<file path="src/rtl/vault_pkg.sv">
package vault_pkg;
  localparam int WORD_W = 32;

  typedef enum logic [1:0] {
    ACC_IDLE   = 2'd0,
    ACC_IDENT  = 2'd1,
    ACC_SECRET = 2'd2,
    ACC_REFUSE = 2'd3
  } acc_kind_t;
endpackage

</file>
<file path="src/rtl/vault_decode.sv">
module vault_decode
  import vault_pkg::*;
#(
  parameter int ADDR_W    = 8,
  parameter int N_WORDS   = 8,
  parameter int SEC_BASE  = 'h40,
  localparam int IDX_W    = (N_WORDS > 1) ? $clog2(N_WORDS) : 1
) (
  input  logic              req_valid,
  input  logic              req_write,
  input  logic [ADDR_W-1:0] req_addr,
  input  logic [1:0]        req_size,
  input  logic              app_mode,
  input  logic [N_WORDS-1:0] used,
  output acc_kind_t         kind,
  output logic [IDX_W-1:0]  word_idx,
  output logic [1:0]        id_sel
);
  localparam logic [ADDR_W-1:0] LO = ADDR_W'(SEC_BASE);
  localparam logic [ADDR_W-1:0] HI = ADDR_W'(SEC_BASE + 4 * N_WORDS);

  logic              aligned;
  logic              in_secret;
  logic [ADDR_W-1:0] offset;

  assign aligned   = (req_size == 2'd2) && (req_addr[1:0] == 2'b00);
  assign in_secret = (req_addr >= LO) && (req_addr < HI);
  assign offset    = req_addr - LO;
  assign word_idx  = offset[IDX_W+1:2];

  always_comb begin
    id_sel = 2'd3;
    if (req_addr == ADDR_W'(0)) id_sel = 2'd0;
    else if (req_addr == ADDR_W'(4)) id_sel = 2'd1;
    else if (req_addr == ADDR_W'(8)) id_sel = 2'd2;
  end

  always_comb begin
    if (!req_valid)                  kind = ACC_IDLE;
    else if (req_write || !aligned)  kind = ACC_REFUSE;
    else if (in_secret)              kind = (app_mode || used[word_idx]) ? ACC_REFUSE : ACC_SECRET;
    else if (id_sel != 2'd3)         kind = ACC_IDENT;
    else                             kind = ACC_REFUSE;
  end
endmodule

</file>
<file path="src/rtl/vault_seal_flags.sv">
module vault_seal_flags #(
  parameter int N_WORDS = 8,
  localparam int IDX_W  = (N_WORDS > 1) ? $clog2(N_WORDS) : 1
) (
  input  logic               clk,
  input  logic               rst,
  input  logic               app_mode,
  input  logic               consume,
  input  logic [IDX_W-1:0]   idx,
  output logic [N_WORDS-1:0] used
);
  for (genvar g = 0; g < N_WORDS; g++) begin : g_mark
    always_ff @(posedge clk) begin
      if (rst) used[g] <= 1'b0;
      else if (consume && (idx == IDX_W'(g))) used[g] <= 1'b1;
    end
  end

  // Marks only ever set between resets
  assert_marks_sticky_R10: assert property (@(posedge clk) disable iff (rst)
    ((used & $past(used)) == $past(used)));

  // Nothing is consumed by a request taken in application mode
  assert_no_consume_in_app_R5: assert property (@(posedge clk) disable iff (rst)
    $past(app_mode) |-> (used == $past(used)));
endmodule

</file>
<file path="src/rtl/vault_resp.sv">
module vault_resp
  import vault_pkg::*;
#(
  parameter int N_WORDS                    = 8,
  parameter logic [N_WORDS*WORD_W-1:0] SECRET = '0,
  parameter logic [WORD_W-1:0] NAME_LO     = '0,
  parameter logic [WORD_W-1:0] NAME_HI     = '0,
  parameter logic [WORD_W-1:0] VERSION     = '0,
  localparam int IDX_W = (N_WORDS > 1) ? $clog2(N_WORDS) : 1
) (
  input  logic              clk,
  input  logic              rst,
  input  acc_kind_t         kind,
  input  logic [IDX_W-1:0]  word_idx,
  input  logic [1:0]        id_sel,
  output logic              rsp_valid,
  output logic [WORD_W-1:0] rsp_data,
  output logic              rsp_err
);
  logic [WORD_W-1:0] words [N_WORDS];

  for (genvar g = 0; g < N_WORDS; g++) begin : g_word
    assign words[g] = SECRET[g*WORD_W +: WORD_W];
  end

  always_ff @(posedge clk) begin
    if (rst) begin
      rsp_valid <= 1'b0;
      rsp_err   <= 1'b0;
      rsp_data  <= '0;
    end else begin
      rsp_valid <= (kind != ACC_IDLE);
      rsp_err   <= (kind == ACC_REFUSE);
      case (kind)
        ACC_SECRET: rsp_data <= words[word_idx];
        ACC_IDENT: begin
          case (id_sel)
            2'd0:    rsp_data <= NAME_LO;
            2'd1:    rsp_data <= NAME_HI;
            2'd2:    rsp_data <= VERSION;
            default: rsp_data <= '0;
          endcase
        end
        default: rsp_data <= '0;
      endcase
    end
  end
endmodule

</file>
<file path="src/rtl/secret_vault.sv">
module secret_vault
  import vault_pkg::*;
#(
  parameter int ADDR_W   = 8,
  parameter int N_WORDS  = 8,
  parameter int SEC_BASE = 'h40,
  parameter logic [N_WORDS*32-1:0] SECRET =
    256'h7E6D5C4B_6F5E4D3C_5A4B3C2D_4B3A2918_3C2B1A09_2D1C0BFA_1E0DFCEB_0FFEEDDC,
  parameter logic [31:0] NAME_LO = 32'h7661_756C,
  parameter logic [31:0] NAME_HI = 32'h7365_616C,
  parameter logic [31:0] VERSION = 32'h0000_0001
) (
  input  logic              clk,
  input  logic              rst,
  input  logic              app_mode,
  input  logic              req_valid,
  input  logic              req_write,
  input  logic [ADDR_W-1:0] req_addr,
  input  logic [1:0]        req_size,
  output logic              rsp_valid,
  output logic [31:0]       rsp_data,
  output logic              rsp_err
);
  localparam int IDX_W = (N_WORDS > 1) ? $clog2(N_WORDS) : 1;

  acc_kind_t          kind;
  logic [IDX_W-1:0]   word_idx;
  logic [1:0]         id_sel;
  logic [N_WORDS-1:0] used;

  vault_decode #(
    .ADDR_W(ADDR_W), .N_WORDS(N_WORDS), .SEC_BASE(SEC_BASE)
  ) u_decode (
    .req_valid(req_valid), .req_write(req_write), .req_addr(req_addr),
    .req_size(req_size), .app_mode(app_mode), .used(used),
    .kind(kind), .word_idx(word_idx), .id_sel(id_sel)
  );

  vault_seal_flags #(.N_WORDS(N_WORDS)) u_flags (
    .clk(clk), .rst(rst), .app_mode(app_mode),
    .consume(kind == ACC_SECRET), .idx(word_idx), .used(used)
  );

  vault_resp #(
    .N_WORDS(N_WORDS), .SECRET(SECRET),
    .NAME_LO(NAME_LO), .NAME_HI(NAME_HI), .VERSION(VERSION)
  ) u_resp (
    .clk(clk), .rst(rst), .kind(kind), .word_idx(word_idx), .id_sel(id_sel),
    .rsp_valid(rsp_valid), .rsp_data(rsp_data), .rsp_err(rsp_err)
  );

  assert_rsp_follows_req_R9: assert property (@(posedge clk) disable iff (rst)
    req_valid |=> rsp_valid);
  assert_no_rsp_without_req_R9: assert property (@(posedge clk) disable iff (rst)
    !req_valid |=> !rsp_valid);
  assert_err_needs_valid_R9: assert property (@(posedge clk) disable iff (rst)
    rsp_err |-> rsp_valid);
  assert_refusal_zero_R4: assert property (@(posedge clk) disable iff (rst)
    rsp_err |-> (rsp_data == 32'h0));
  assert_write_refused_R6: assert property (@(posedge clk) disable iff (rst)
    (req_valid && req_write) |=> rsp_err);
  assert_bad_size_refused_R7: assert property (@(posedge clk) disable iff (rst)
    (req_valid && (req_size != 2'd2)) |=> rsp_err);
endmodule

</file>
<file path="config.mk">
export PLATFORM = sky130hd
export DESIGN_NAME = secret_vault
export DESIGN_NICKNAME = d
export VERILOG_FILES = /design/src/rtl/vault_pkg.sv /design/src/rtl/vault_decode.sv /design/src/rtl/vault_seal_flags.sv /design/src/rtl/vault_resp.sv /design/src/rtl/secret_vault.sv
export SDC_FILE = /design/constraint.sdc
export NUM_CORES = 1
export LEC_CHECK = 0
export ABC_AREA = 1
export BUFFER_PORTS_ARGS = -buffer_cell sky130_fd_sc_hd__buf_2
export CORE_MARGIN = 5
export CORE_UTILIZATION = 45
export CTS_BUF_LIST = sky130_fd_sc_hd__clkbuf_8 sky130_fd_sc_hd__clkbuf_16
export DETAILED_ROUTE_END_ITERATION = 16
export PLACE_DENSITY_LB_ADDON = 0.3
export SLEW_MARGIN = 20
export SYNTH_ARGS = -nofsm -noshare
export SYNTH_HDL_FRONTEND = slang
export SYNTH_HIERARCHICAL = 1
export SYNTH_SLANG_ARGS = --single-unit
</file>
<file path="constraint.sdc">
create_clock -name clk -period 2.43 [get_ports clk]
set_clock_uncertainty 0.15 [all_clocks]
set_input_delay 0 -clock clk [delete_from_list [all_inputs] [get_ports clk]]
set_output_delay 0 -clock clk [all_outputs]
set_load 0.05 [all_outputs]
</file>
After elaboration in Yosys (flattened, before gate mapping):

Memory sizes are Yosys's and may differ from the RTL's.
Cells that the tools add are included.

* multiplexer cells: 14
* add/subtract/negate cells: 1
* equal/unequal tests: 16
* bitwise operators: 1
* reductions and logical operators: 18
* magnitude comparators: 4

Operators with widths (count)
* case mux 31 bit (3 select lines): 1
* two-way mux 32 bit: 2
* case mux 32 bit (2 select lines): 1
* equality test 3 bit, second input constant: 4
* two-way mux 2 bit: 6
* logical AND 1 bit: 10
* equality test 2 bit, second input constant: 4
* equality test 8 x 3 -> 1 bit, second input constant: 1
* equality test 8 x 4 -> 1 bit, second input constant: 1
* greater-or-equal comparator 8 x 7 -> 1 bit, second input constant: 1
* zero test 8 bit: 1
* less-than comparator 8 x 7 -> 1 bit, second input constant: 1
* equality test 3 x 2 -> 1 bit, second input constant: 2
* subtractor 5 x 1 -> 5 bit, second input constant: 1
* equality test 2 x 1 -> 1 bit, second input constant: 2
* greater-or-equal comparator 4 bit, second input constant: 1
* zero test 2 bit: 2
* less-than comparator 3 x 4 -> 1 bit, second input constant: 1
* inverter 3 -> 4 bit: 1
* binary-select mux 1 bit (select 3 bit): 1
* equality test 3 x 1 -> 1 bit, second input constant: 1
* zero test 3 bit: 1
* two-way mux 1 bit: 3
* logical OR 1 bit: 2
* 3 further kinds: 3

* word-level logic and storage cells: 66
* register bits after elaboration: 42
* output and inout port bits: 34
* bits of input ports: 15
* memories: 1
* memory bits (read-only): 256

Memory list
* (name not given): depth 8, width 32, rd ports 1, clocked after Yosys merged registers in 0, wr ports 0, line vault_resp.sv:35 `ACC_SECRET: rsp_data <= words[word_idx];`

Depth between registers and ports, before layout:

* depth after elaboration: 11
* gate-level depth with buffers: 16
* depth with buffers taken out: 15

Cells and area by module:

The synthesis kept the hierarchy.

By module, submodules not included
* vault_resp: seq. area each 580.6 µm², instances 1, cells each 137, area each 1181.1 µm²
* vault_seal_flags: seq. area each 160.2 µm², instances 1, cells each 44, area each 337.8 µm²
* vault_decode: seq. area each 0.0 µm², instances 1, cells each 49, area each 220.2 µm²
* secret_vault: seq. area each 0.0 µm², instances 1, cells each 2, area each 10.0 µm²

Worst setup path before layout:

OpenSTA, ideal clock, no wires.

* path type: flip-flop to flip-flop
* from: register u_flags.used[7]
* to: register u_resp.rsp_data[21]
* stages on the path, launching flop included: 16
* library setup time: 0.058 ns
* arrival: 1.614 ns
* slack: 0.608 ns
* path buffers: 1
* data required time: 2.222 ns
* clock period less this slack: 1.822 ns
* path through: dfxtp_1 -> inv_1 -> nand2_1 -> nand3_1 -> nand2_1 -> nand2_1 -> nand3_1 -> nand2_1 -> inv_1 -> inv_1 -> ha_1 -> inv_1 -> nor2_4 -> nand2_2 -> buf_6 -> nand2_1

* word-level cells in the longest chain between the ends: 9
* elaborated cells between the ends (all ways): 10
* those cells by class: eq/ne (2); mux (7); reduce/logical (1)

RTL lines
* from (decl): line vault_seal_flags.sv:10 `output logic [N_WORDS-1:0] used`
* from (signal, indexed assignment): line vault_seal_flags.sv:14 `if (rst) used[g] <= 1'b0;`
* from (signal, indexed assignment): line vault_seal_flags.sv:15 `else if (consume && (idx == IDX_W'(g))) used[g] <= 1'b1;`
* binary-select mux 1 bit (select 3 bit) (*): line vault_decode.sv:41 `else if (in_secret) kind = (app_mode || used[word_idx]) ? ACC_REFUSE : ACC_SECRET;`
* two-way mux 1 bit (implied by the code) (*): line vault_decode.sv:41
* logical OR 1 bit (*): line vault_decode.sv:41
* two-way mux 1 bit (*): line vault_decode.sv:41
* two-way mux 2 bit (*): line vault_decode.sv:41
* two-way mux 2 bit (*): line vault_decode.sv:40 `else if (req_write || !aligned) kind = ACC_REFUSE;`
* two-way mux 2 bit (*): line vault_decode.sv:39 `if (!req_valid) kind = ACC_IDLE;`
* via kind[0]: line secret_vault.sv:26 `acc_kind_t kind;`
* equality test 2 x 1 -> 1 bit or equality test 2 bit (tied branches): line vault_resp.sv:34 `case (kind)`
* case mux 32 bit (2 select lines) (*): line vault_resp.sv:34
* to (signal assigned): line vault_resp.sv:35
* to (decl): line vault_resp.sv:17 `output logic [WORD_W-1:0] rsp_data,`

The timed path passes the listed nets; every way through them passes the cells marked *. The select of a mux whose other input is x is not followed.
A chain may end at the register's enable or synchronous reset.

Worst setup path after layout:

* from: input req_addr[3]
* to: register u_resp.rsp_data[30]

* elaborated cells between the ends (all ways): 30
* those cells by class: add/sub (1); order compare (2); eq/ne (7); mux (14); bitwise (1); reduce/logical (4); memory (1)

RTL lines
* from (decl): line secret_vault.sv:18 `input logic [ADDR_W-1:0] req_addr,`
* subtractor 5 x 1 -> 5 bit: line vault_decode.sv:28 `assign offset = req_addr - LO;`
* binary-select mux 1 bit (select 3 bit): line vault_decode.sv:41
* two-way mux 1 bit (implied by the code): line vault_decode.sv:41
* logical OR 1 bit: line vault_decode.sv:41
* two-way mux 1 bit: line vault_decode.sv:41
* two-way mux 2 bit (*): line vault_decode.sv:41
* two-way mux 2 bit (*): line vault_decode.sv:40
* two-way mux 2 bit (*): line vault_decode.sv:39
* via kind[0]: line secret_vault.sv:26
* equality test 2 x 1 -> 1 bit or equality test 2 bit (tied branches): line vault_resp.sv:34
* case mux 32 bit (2 select lines) (*): line vault_resp.sv:34

Marked as above.

==> results.yml <==
cells_and_area:
  fin_cells: 330
  antennaDiodeCount: 0
  stdcell_area_mm2: 0.00217
  layout-drive-gt1-share_pct: 28.4
  nets: 307
  synthToLayoutAreaGrowth_pct: 23.9
  n_fill_cell: 351
  utilization_pct: 58.3
sta:
  hold_viol: 0
  drv_slew: 0
  rsz0062_at_grt: "false"
  setup_viol: 0
  fin_crit_ps: 2180
  achievable-frequency_mhz: 459
  setup_tns_ps: 0
  finalCritPeriodShare_pct: 89.7
  holdWs_ps: 9.81
yosys:
  synth_top_area_cell: "dfxtp_1"
  synth_fp_nets: 258
  synth-seq-cells: 37
  synth_area_mm2: 0.00175
  synthCells: 232
  synth-async-reset-ratio_pct: 0
  yosysSeqAreaShare_pct: 42.3
  synthFlopType: "dfxtp_1"
  synth.avg_cell_area_um2: 7.54
  yosysTopAreaCellShare_pct: 42.3
  synth_commonest_cells: "nand2_1 (62), inv_1 (44), dfxtp_1 (37)"
  synth-edff-count: 0
  synth_most_common_cell: "nand2_1"
  synth_cell_type_count: 24
  synth_area_leaders: "dfxtp_1 (42%), nand2_1 (13%), inv_1 (9.4%)"
  yosysWarnings: 6
route:
  wl_met2_um: 1640
  avgRoutedWirePerCell_um: 10.2
  dr.max_layer_used: "met4"
  wl_met1_um: 1440
  firstDrtPassIters: 4
  drcViolationCount: 0
  wl_met3_um: 259
  wl_um: 3380
  drtIter0Drc: 60
  ant_nets: 0
  vias: 1475
  via_per_inst: 4.47
floorplan:
  die_area_mm2: 0.00523
  num_rows: 22
  core_mm2: 0.00372
  pin_count: 49
  die_h_um: 72.3
  die_width_um: 72.3
  start_util_pct: 47.1
clock_network:
  clock_path_buffers: 2
  worstSkewPairLatency_ps: 280
  cts_sinks: 37
  htreeDepth: 2
  cts_buffers: 5
  clkSlewWorstSetupHoldPaths_ps: 70
  cts_tree: "yes"
  cts_root_buffer: "clkbuf_8"
global_routing:
  grt_pass1_wl_um: 6110
  grt-ovfl-total: 0
  grt_pass1_vias: 1415
  grtUsageTotal_pct: 14.5
  grt_max_degree: 16
  antenna_found_initial: 0
hold_path:
  worstHoldPathType: "input port to flip-flop"
power_and_ir_drop:
  pwr-share-clk_pct: 43.4
  p_sw_share_pct: 24.7
  p_seq_share_pct: 43.3
  comb_power_share_pct: 13.4
  p_sw_uw: 357
  internal_power_uw: 1090
  p_leak_uw: 0.00124
  powerDensity_mw_per_mm2: 667
  peakVddDrop_mv: 0.561
setup_path:
  slowest_delay_ps: 530
  crit_path_start_kind: "input port"
  crit_path_end_kind: "flip-flop"
  crit_family: "buffers and inverters"
  crit_buf_inv: 6
  worst_ep_arrival_time_ps: 2190
  crit_chain: "dlygate4sd3_1 -> clkbuf_4 -> inv_1 -> nand2_1 -> nand2_1 -> nand2_1 -> nand3_1 -> nand2_1 -> inv_1 -> inv_1 -> ha_1 -> inv_1 -> nor2_4 -> nand2_2 -> o21ai_0"
  path_max_fanout: 15
  slowest_stage: "dlygate4sd3_1"
  worstPathRequired_ps: 2440
  critPathKind: "input port to flip-flop"
run:
  drv_cap: 0
outcome:
  outcome: "completed"
placed_design:
  gp_congestion: 0.799
  portBuffers: 47
  dpl.hpwl_um: 2570
  placed_area_mm2: 0.00196
  placed_cells_incl_taps: 316
layout make-up:
type	count	area [um^2]	share of cell area, %
Sequential cell	37	741	34.2
Clock inverter	3	68.8	3.18
Multi-Input combinational cell	136	739	34.1
Clock buffer	5	68.8	3.18
Timing Repair Buffer	54	313	14.4
Inverter	47	176	8.14
Tap cell	48	60.1	2.77
state kept, by name, summed over array words and instances, names as in the netlist:
signal	count
u_flags/used	8
u_resp/rsp_data	27
u_resp/rsp_err	1
u_resp/rsp_valid	1
metrics by stage:
step | total power (uW) | setup slack [ps]
after floorplan | 785 | 608
after global placement | 822 | 342
after detailed placement | 824 | 269
after CTS | 1460 | 57.3
after global routing | 1520 | 31.1
final | 1450 | 251
cells in the final DEF (no fill, tap or decap), types with 4 or more instances in the layout:
cell type / instances
buf_2: 46
dlygate4sd3_1: 4
a21oi_2: 5
ha_1: 11
dfxtp_1: 37
nor2_2: 5
a21oi_1: 6
clkbuf_8: 5
nand2_1: 62
nand3_1: 11
inv_1: 44
nor2_1: 16
worst register-to-register path, stage by stage, from the launching register on:
cell	delay, ps
dfxtp_1	330
inv_1	40
nand2_1	60
nand3_1	70
nand2_1	70
nand2_1	50
nand3_1	80
nand2_1	50
inv_1	110
inv_1	80
ha_1	340
inv_1	110
nor2_4	50
nand2_2	210
o21ai_0	120
layer usage:
layer	up-vias	track usage, %
li1	774	-
met1	650	16.9
met2	45	25.2
met3	6	3.88
met4	0	5.22
met5	-	0
power groups by stage:
stage / clock network, uW / registers (uW) / logic (uW)
2_1_floorplan: 0 / 684 / 101
3_3_place_gp: 0 / 639 / 183
3_5_place_dp: 0 / 640 / 184
4_1_cts: 641 / 625 / 190
5_1_grt: 676 / 627 / 215
6_report: 627 / 625 / 193
worst paths after layout:
| check | startpoint | end | slack, ps | cells past startpoint |
|---|---|---|---|---|
| max | req_addr[3] | u_resp/rsp_data[30]$_SDFF_PP0_ | 250 | 15 |
| max reg2reg | u_flags/used[7]$_SDFFE_PP0P_ | u_resp/rsp_data[30]$_SDFF_PP0_ | 390 | 14 |
| min | req_addr[0] | u_resp/rsp_data[24]$_SDFF_PP0_ | 10 | 5 |
| min reg2reg | u_flags/used[3]$_SDFFE_PP0P_ | u_flags/used[3]$_SDFFE_PP0P_ | 300 | 2 |
cell families (layout without fill, tap and decap cells):
group | count (synthesis) | after routing | share of synthesized area [%]
other | 1 | 1 | 0.214
adder cells (fa/ha/maj) | 11 | 11 | 7.87
AO/OA/AOI/OAI | 15 | 15 | 5.51
flip-flops | 37 | 37 | 42.3
AND/OR/NAND/NOR | 109 | 109 | 28.7
buffers and inverters | 59 | 109 | 15.4
timing repair:
action	in CTS	in global routing
hold endpoints to repair	17	0
endpoints found under the setup margin	0	21
hold buffers	4	0
buffers inserted	0	2
resized for setup	0	2
No activity file was read; power rests on OpenSTA's default activity.
